--- src/rtl/ring_rot_pkg.sv ---
package ring_rot_pkg;
   // Direction of the fixed rotation applied to each group of N steps.
   typedef enum logic {
      ROT_FORWARD  = 1'b0,
      ROT_BACKWARD = 1'b1
   } rot_dir_e;
endpackage

--- src/rtl/ring_step_counter.sv ---
module ring_step_counter #(
   parameter int N_INST = 4,
   localparam int PW = $clog2(N_INST)
) (
   input  logic          clk,
   input  logic          rst_n,
   input  logic          adv,
   output logic [PW-1:0] pos,
   output logic          last
);
   assign last = (pos == PW'(N_INST - 1));

   always_ff @(posedge clk) begin
      if (!rst_n)   pos <= '0;
      else if (adv) pos <= last ? '0 : pos + 1'b1;
   end
endmodule

--- src/rtl/ring_fwd_path.sv ---
// Forward rotation: the first step of a group waits in a one-entry side
// store and leaves as the last output of the group.
module ring_fwd_path #(
   parameter int N_INST = 4,
   parameter int DATA_W = 8,
   localparam int PW = $clog2(N_INST)
) (
   input  logic              clk,
   input  logic              rst_n,
   input  logic              in_valid,
   output logic              in_ready,
   input  logic              in_msg,
   input  logic [DATA_W-1:0] in_data,
   output logic              out_valid,
   input  logic              out_ready,
   output logic              out_msg,
   output logic [DATA_W-1:0] out_data,
   output logic [PW-1:0]     out_dst
);
   logic [PW-1:0]     pos;
   logic              pos_last;
   logic              side_full_q;
   logic              side_msg_q;
   logic [DATA_W-1:0] side_data_q;
   logic [DATA_W-1:0] clean_data;
   logic              in_fire, out_fire;

   assign clean_data = in_msg ? in_data : '0;
   assign in_fire    = in_valid & in_ready;
   assign out_fire   = out_valid & out_ready;

   ring_step_counter #(.N_INST(N_INST)) u_pos (
      .clk(clk), .rst_n(rst_n), .adv(in_fire), .pos(pos), .last(pos_last)
   );

   always_comb begin
      out_valid = 1'b0;
      out_msg   = 1'b0;
      out_data  = '0;
      out_dst   = PW'(N_INST - 1);
      in_ready  = 1'b0;
      if (pos == '0) begin
         if (!side_full_q) begin
            in_ready = 1'b1;
         end else begin
            out_valid = 1'b1;
            out_msg   = side_msg_q;
            out_data  = side_data_q;
            in_ready  = out_ready;
         end
      end else begin
         out_valid = in_valid;
         out_msg   = in_msg;
         out_data  = clean_data;
         out_dst   = pos - 1'b1;
         in_ready  = out_ready;
      end
   end

   always_ff @(posedge clk) begin
      if (!rst_n) begin
         side_full_q <= 1'b0;
         side_msg_q  <= 1'b0;
         side_data_q <= '0;
      end else if (pos == '0) begin
         if (in_fire) begin
            side_full_q <= 1'b1;
            side_msg_q  <= in_msg;
            side_data_q <= clean_data;
         end else if (out_fire) begin
            side_full_q <= 1'b0;
         end
      end
   end
endmodule

--- src/rtl/ring_rev_path.sv ---
// Backward rotation: the first N-1 steps are stored, the last step passes
// straight to slot 0, then the stored steps drain into slots 1..N-1.
module ring_rev_path #(
   parameter int N_INST = 4,
   parameter int DATA_W = 8,
   localparam int PW    = $clog2(N_INST),
   localparam int DEPTH = N_INST - 1
) (
   input  logic              clk,
   input  logic              rst_n,
   input  logic              in_valid,
   output logic              in_ready,
   input  logic              in_msg,
   input  logic [DATA_W-1:0] in_data,
   output logic              out_valid,
   input  logic              out_ready,
   output logic              out_msg,
   output logic [DATA_W-1:0] out_data,
   output logic [PW-1:0]     out_dst
);
   logic [PW-1:0]     cnt, opos;
   logic              cnt_last, opos_last;
   logic              drain_q;
   logic              st_msg_q  [DEPTH];
   logic [DATA_W-1:0] st_data_q [DEPTH];
   logic [DATA_W-1:0] clean_data;
   logic [PW-1:0]     rd_idx;
   logic              in_fire, out_fire;

   assign clean_data = in_msg ? in_data : '0;
   assign in_fire    = in_valid & in_ready;
   assign out_fire   = out_valid & out_ready;
   assign rd_idx     = opos - 1'b1;

   ring_step_counter #(.N_INST(N_INST)) u_in_pos (
      .clk(clk), .rst_n(rst_n), .adv(in_fire), .pos(cnt), .last(cnt_last)
   );

   ring_step_counter #(.N_INST(N_INST)) u_out_pos (
      .clk(clk), .rst_n(rst_n), .adv(out_fire), .pos(opos), .last(opos_last)
   );

   always_comb begin
      out_dst = opos;
      if (drain_q) begin
         out_valid = 1'b1;
         out_msg   = st_msg_q[rd_idx];
         out_data  = st_data_q[rd_idx];
         in_ready  = 1'b0;
      end else if (cnt_last) begin
         out_valid = in_valid;
         out_msg   = in_msg;
         out_data  = clean_data;
         in_ready  = out_ready;
      end else begin
         out_valid = 1'b0;
         out_msg   = 1'b0;
         out_data  = '0;
         in_ready  = 1'b1;
      end
   end

   always_ff @(posedge clk) begin
      if (!rst_n)                     drain_q <= 1'b0;
      else if (in_fire && cnt_last)   drain_q <= 1'b1;
      else if (out_fire && opos_last) drain_q <= 1'b0;
   end

   always_ff @(posedge clk) begin
      if (in_fire && !cnt_last) begin
         st_msg_q[cnt]  <= in_msg;
         st_data_q[cnt] <= clean_data;
      end
   end
endmodule

--- src/rtl/ring_rot_buffer.sv ---
module ring_rot_buffer
   import ring_rot_pkg::*;
#(
   parameter int       N_INST = 4,
   parameter int       DATA_W = 8,
   parameter rot_dir_e DIR    = ROT_FORWARD,
   localparam int      DST_W  = $clog2(N_INST)
) (
   input  logic              clk,
   input  logic              rst_n,
   input  logic              in_valid,
   output logic              in_ready,
   input  logic              in_msg,
   input  logic [DATA_W-1:0] in_data,
   output logic              out_valid,
   input  logic              out_ready,
   output logic              out_msg,
   output logic [DATA_W-1:0] out_data,
   output logic [DST_W-1:0]  out_dst
);
   if (N_INST < 2) begin : g_bad_inst
      $error("ring_rot_buffer: N_INST must be at least 2");
   end
   if (DATA_W < 1) begin : g_bad_width
      $error("ring_rot_buffer: DATA_W must be at least 1");
   end

   if (DIR == ROT_FORWARD) begin : g_fwd
      ring_fwd_path #(.N_INST(N_INST), .DATA_W(DATA_W)) u_path (
         .clk(clk), .rst_n(rst_n),
         .in_valid(in_valid), .in_ready(in_ready),
         .in_msg(in_msg), .in_data(in_data),
         .out_valid(out_valid), .out_ready(out_ready),
         .out_msg(out_msg), .out_data(out_data), .out_dst(out_dst)
      );
   end else begin : g_rev
      ring_rev_path #(.N_INST(N_INST), .DATA_W(DATA_W)) u_path (
         .clk(clk), .rst_n(rst_n),
         .in_valid(in_valid), .in_ready(in_ready),
         .in_msg(in_msg), .in_data(in_data),
         .out_valid(out_valid), .out_ready(out_ready),
         .out_msg(out_msg), .out_data(out_data), .out_dst(out_dst)
      );
   end
endmodule

--- config.mk ---
export PLATFORM = sky130hd
export DESIGN_NAME = ring_rot_buffer
export DESIGN_NICKNAME = d
export VERILOG_FILES = /design/src/rtl/ring_rot_pkg.sv /design/src/rtl/ring_step_counter.sv /design/src/rtl/ring_fwd_path.sv /design/src/rtl/ring_rev_path.sv /design/src/rtl/ring_rot_buffer.sv
export SDC_FILE = /design/constraint.sdc
export NUM_CORES = 1
export LEC_CHECK = 0
export ABC_AREA = 0
export BUFFER_PORTS_ARGS = -buffer_cell sky130_fd_sc_hd__buf_2
export CAP_MARGIN = 0
export CORE_MARGIN = 2
export CORE_UTILIZATION = 40
export DETAILED_ROUTE_END_ITERATION = 7
export GPL_TIMING_DRIVEN = 0
export PLACE_DENSITY = 0.62
export RECOVER_POWER = 25
export SYNTH_ARGS = -nofsm -noshare
export SYNTH_HDL_FRONTEND = slang
export SYNTH_SLANG_ARGS = --single-unit
export TNS_END_PERCENT = 5
--- constraint.sdc ---
create_clock -name clk -period 2.3 [get_ports clk]
set_clock_uncertainty 0.1 [all_clocks]
set_input_delay 0.23 -clock clk [delete_from_list [all_inputs] [get_ports clk]]
set_output_delay 0.23 -clock clk [all_outputs]
set_load 0.005 [all_outputs]
# == After elaboration in Yosys (flattened, before gate mapping) ==
# Index checks and enable logic that the tools add are counted.
# totals
reg_bits,12
inputBits,13
output_inout_bits,13
word_cells,26
# op_classes
add_sub_neg,2
n_eq_ne,1
mux,13
bitwise,2
reduce_logical,4
# op_table
cell,n
2-to-1 mux 8 bit,3
2-to-1 mux 1 bit,8
2-to-1 mux 2 bit,2
AND reduction 2 bit,2
adder 2 x 1 -> 2 bit (second input constant),1
AND 1 bit,2
== test 2 bit (second input constant),1
logical NOT 2 bit,1
nonzero test 2 bit,1
subtractor 2 x 1 -> 2 bit (second input constant),1

# == Logic depth before layout (Yosys ltp) ==
# logic_depth
word_depth,5
mapped_depth,6
ltp_nobuf,5

# == By module ==
# A second synthesis with hierarchy kept.
# unflattened
hier_cells,93
area_unflattened_um2,718.2
# modules_own_cells
module,n_inst,cells_per_inst,area_per_inst_um2
ring_fwd_path,1,85,623.1
ring_step_counter,1,8,95.1

# == Worst setup path after synthesis ==
# No wires, ideal clock.
# synth_timing
path_kind,register -> register
start,register g_fwd.u_path.u_pos.pos[0]
end,register g_fwd.u_path.side_data_q[7]
setup_ns,0.070
arrival_ns,1.259
t_required_ns,2.130
slack_ns,0.871
stages_incl_launch_ff,7
path_buffers,1
period_less_slack_ns,1.429
path_cell_list,dfxtp_1 -> inv_1 -> ha_1 -> nand2_2 -> buf_6 -> or3_1 -> a21boi_1
# synth_between
elab_chain_len,4
# synth_rtl
element,line,source
"start, declared",ring_step_counter.sv:8,"output logic [PW-1:0] pos,"
"start signal, assigned",ring_step_counter.sv:15,else if (adv) pos <= last ? '0 : pos + 1'b1;
logical NOT 2 bit (*),"ring_fwd_path.sv:42, ring_fwd_path.sv:65",
2-to-1 mux 1 bit,ring_fwd_path.sv:42,if (pos == '0) begin
AND 1 bit,ring_fwd_path.sv:29,assign in_fire = in_valid & in_ready;
AND reduction 2 bit (no line) (*),--,
"end signal, assigned",ring_fwd_path.sv:69,side_data_q <= clean_data;
"end, declared",ring_fwd_path.sv:24,logic [DATA_W-1:0] side_data_q;
# Mark *: on every way between the ends. The rest lies on a longest branch, timed or not.
# A chain may end at the register's enable or synchronous reset.

# == Worst setup path in the final report ==
# layout_timing
start,register g_fwd.u_path.u_pos.pos[0]
end,output port out_data[0]
# layout_between
elab_chain_len,2
# layout_rtl
element,line,source
logical NOT 2 bit,ring_fwd_path.sv:42,
2-to-1 mux 8 bit,ring_fwd_path.sv:42,
"end, declared",ring_rot_buffer.sv:18,"output logic [DATA_W-1:0] out_data,"
# No other way between the ends.

==> impl_metrics.toml <==
[timing]
fin_crit_ps = 1990
grt_setup_unrepaired = "no"
worst_pin_slew_ps = 474
maxSlewHeadroom = 0.684
timing.final.hold_violations = 0
fmax_ghz = 0.503
final-setup-viol-count = 0
drv_slew = 0
fin_tns_setup_ps = 0
period_share = 0.865

[finish]
syn_to_final_growth_pct = 24.1
final_cells = 150
ff_latch_area_um2 = 240
multi_input_area_um2 = 443
final_core_util = 0.529
nFillCells = 189
drive_gt1_frac = 0.256
layout.nets = 142
antenna_cells = 0

[place]
dp_hpwl_mm = 1.30
io_buffers = 24
dp.cells = 146
place_congestion = 0.754

[drt]
via_count = 771
drt_iter0_drc = 10
drc = 0
viasPerCell = 5.14
drt_pass1_iterations = 4
postRouteAntennaNets = 0
wire_per_inst_um = 11.8
wl_mm = 1.77

[setup_path]
crit_fanout = 10
worstPathArrival_ps = 1660
end_kind = "output port"
reg2reg_to = "g_fwd.u_path.side_msg_q$_SDFFE_PN0P_"
critPathSlowestCell = "clkbuf_1"
crit_type = "flop to output port"
ff2ff_path_depth = 6
rrSetupSlack_ps = 540
critPathMaxStageDelay_ps = 380
start_kind = "flop"
rr_startpoint = "g_fwd.u_path.u_pos.pos[0]$_SDFFE_PN0N_"
crit_required_ps = 1970
crit_chain = "inv_1, ha_1, clkbuf_1, nand3_1, o21ai_0, buf_2"

[die]
die-area_mm2 = 0.00220
ios = 26
initial_core_util = 0.426
rows = 15
core_area_mm2 = 0.00173
die_y_um = 46.9
die_x_um = 46.9

[yosys]
yosysWarnings = 0
synth-compound-area-share = 0.231
postSynth.asyncResetShare = 0
yosysSeqAreaShare = 0.327
synth.area.top_cells = "dfxtp_1 (33%), o21ai_0 (12%), a21boi_1 (9.2%), or3_1 (7.7%), nand3_1 (6.8%)"
synth-xor-area-share = 0
synthAdderAreaFrac = 0.0510
ys_ff_latch = 12
syn_avg_cell_area_um2 = 7.58
synth.most_common_cell = "o21ai_0"
synthCells = 97
synth_top_flop_cell = "dfxtp_1"
synth_mux_area_frac = 0.0425
yosys.area.top_type_share = 0.327
synth_top_cell_by_area = "dfxtp_1"
synth-simple-area-share = 0.281
syn_area_um2 = 736
synth_top_family_by_area = "simple AND/OR/NAND/NOR gates"
yosys-top-cells-count = "o21ai_0 (18), dfxtp_1 (12), nand2_1 (12)"
synth_nets = 113
synth_edf_count = 0
ys_types = 22

[clock_tree]
hold_buffers = 0
clkSinkCount = 12
htree_levels = 1
clockBufferDepth = 2
post_cts_buffers = 0
clk_latency_ps = 280
cts_root_buf = "clkbuf_4"
cts_resized = 0
cts_tree = "built"
cts_made_buffers = 3
clk_pin_slew_worst_paths_ps = 80

[run_status]
outcome = "completed"

[worst_hold_path]
whs_endpoint = "g_fwd.u_path.side_data_q[6]$_SDFFE_PN0P_"
hold_depth = 2
hp-start = "rst_n"
hp-class = "input pin to flop"

[grt]
grt.overflow.total = 0
grt_pass1_wl_mm = 2.91
grt_usage = 0.191
grt_pass1_vias = 669
grt_max_degree = 11
antenna_found_initial = 0

[run]
cap_violations = 0

[pwr]
p_leak_nw = 0.388
ir_drop_v = 0.000397
p_per_area_mw_per_mm2 = 641
-- critical path, delay by kind of cell, from the launching register on --
family	cells	cell delay [ps]
AND/OR/NAND/NOR	1	120
flip-flops	1	350
adder cells (fa/ha/maj)	1	200
buffers and inverters	3	610
AO/OA/AOI/OAI	1	100
-- through the flow --
step	total power [W]	instance area (um2)	setup slack, ps	hold slack [ps]
6_report	0.000586	913	311	142
4_1_cts	0.000604	923	277	127
3_3_place_gp	0.000426	887	587	360
5_1_grt	0.000632	913	124	137
2_1_floorplan	0.000358	736	871	279
3_5_place_dp	0.000427	887	589	364
-- registers in the layout, indices dropped and copies added (netlist names) --
register                  flops
g_fwd.u_path.side_data_q      8
g_fwd.u_path.side_full_q      1
g_fwd.u_path.side_msg_q       1
g_fwd.u_path.u_pos.pos        2
-- report_power, final --
part	total (W)	switching [W]	internal (W)
logic	0.000179	0.000103	0.0000755
clock network	0.000172	0.0000757	0.0000963
registers	0.000235	0.0000110	0.000224
-- placed cells by master, fill, tap and decap left out, drive strengths merged --
cell type / count
a21boi: 9
a21oi: 1
and2: 1
buf: 25
clkbuf: 10
dfxtp: 12
ha: 3
inv: 4
mux2: 1
mux2i: 2
nand2: 13
nand2b: 1
nand3: 10
nor2: 1
nor2b: 3
o21a: 1
o21ai: 18
or2: 1
or3: 9
-- cell families (layout without fill, tap and decap cells) --
kind of cell             count (synthesis)  in the layout
AND/OR/NAND/NOR                         39             39
adder cells (fa/ha/maj)                  3              3
flip-flops                              12             12
multiplexers                             3              3
buffers and inverters                   11             39
AO/OA/AOI/OAI                           29             29
-- metal layers --
layer	vias up	global-route usage	routed length, um	share of wire
li1	390	-	-	-
met1	359	0.258	828	0.47
met2	20	0.288	847	0.48
met3	2	0.0692	87	0.049
met4	0	0.0500	9	0.0051
met5	-	0	0	0
-- worst max path at each step --
stage,startpoint,end,slack [ps],cells past startpoint
CTS,g_fwd.u_path.u_pos.pos[0]$_SDFFE_PN0N_,out_data[0],280,6
floorplan,g_fwd.u_path.u_pos.pos[0]$_SDFFE_PN0N_,g_fwd.u_path.side_data_q[7]$_SDFFE_PN0P_,870,6
global placement,g_fwd.u_path.u_pos.pos[0]$_SDFFE_PN0N_,out_data[0],590,6
global route,g_fwd.u_path.u_pos.pos[0]$_SDFFE_PN0N_,out_data[0],120,6
finish,g_fwd.u_path.u_pos.pos[0]$_SDFFE_PN0N_,out_data[0],310,6
detailed placement,g_fwd.u_path.u_pos.pos[0]$_SDFFE_PN0N_,out_data[0],590,6
-- area by class of cell --
class	instances	share of cell area
Multi-Input combinational cell	74	0.485
Buffer	7	0.0301
Sequential cell	12	0.263
Tap cell	25	0.0342
Inverter	4	0.0164
Timing Repair Buffer	24	0.132
Clock buffer	4	0.0397
No activity file was read; power rests on OpenSTA's default activity.
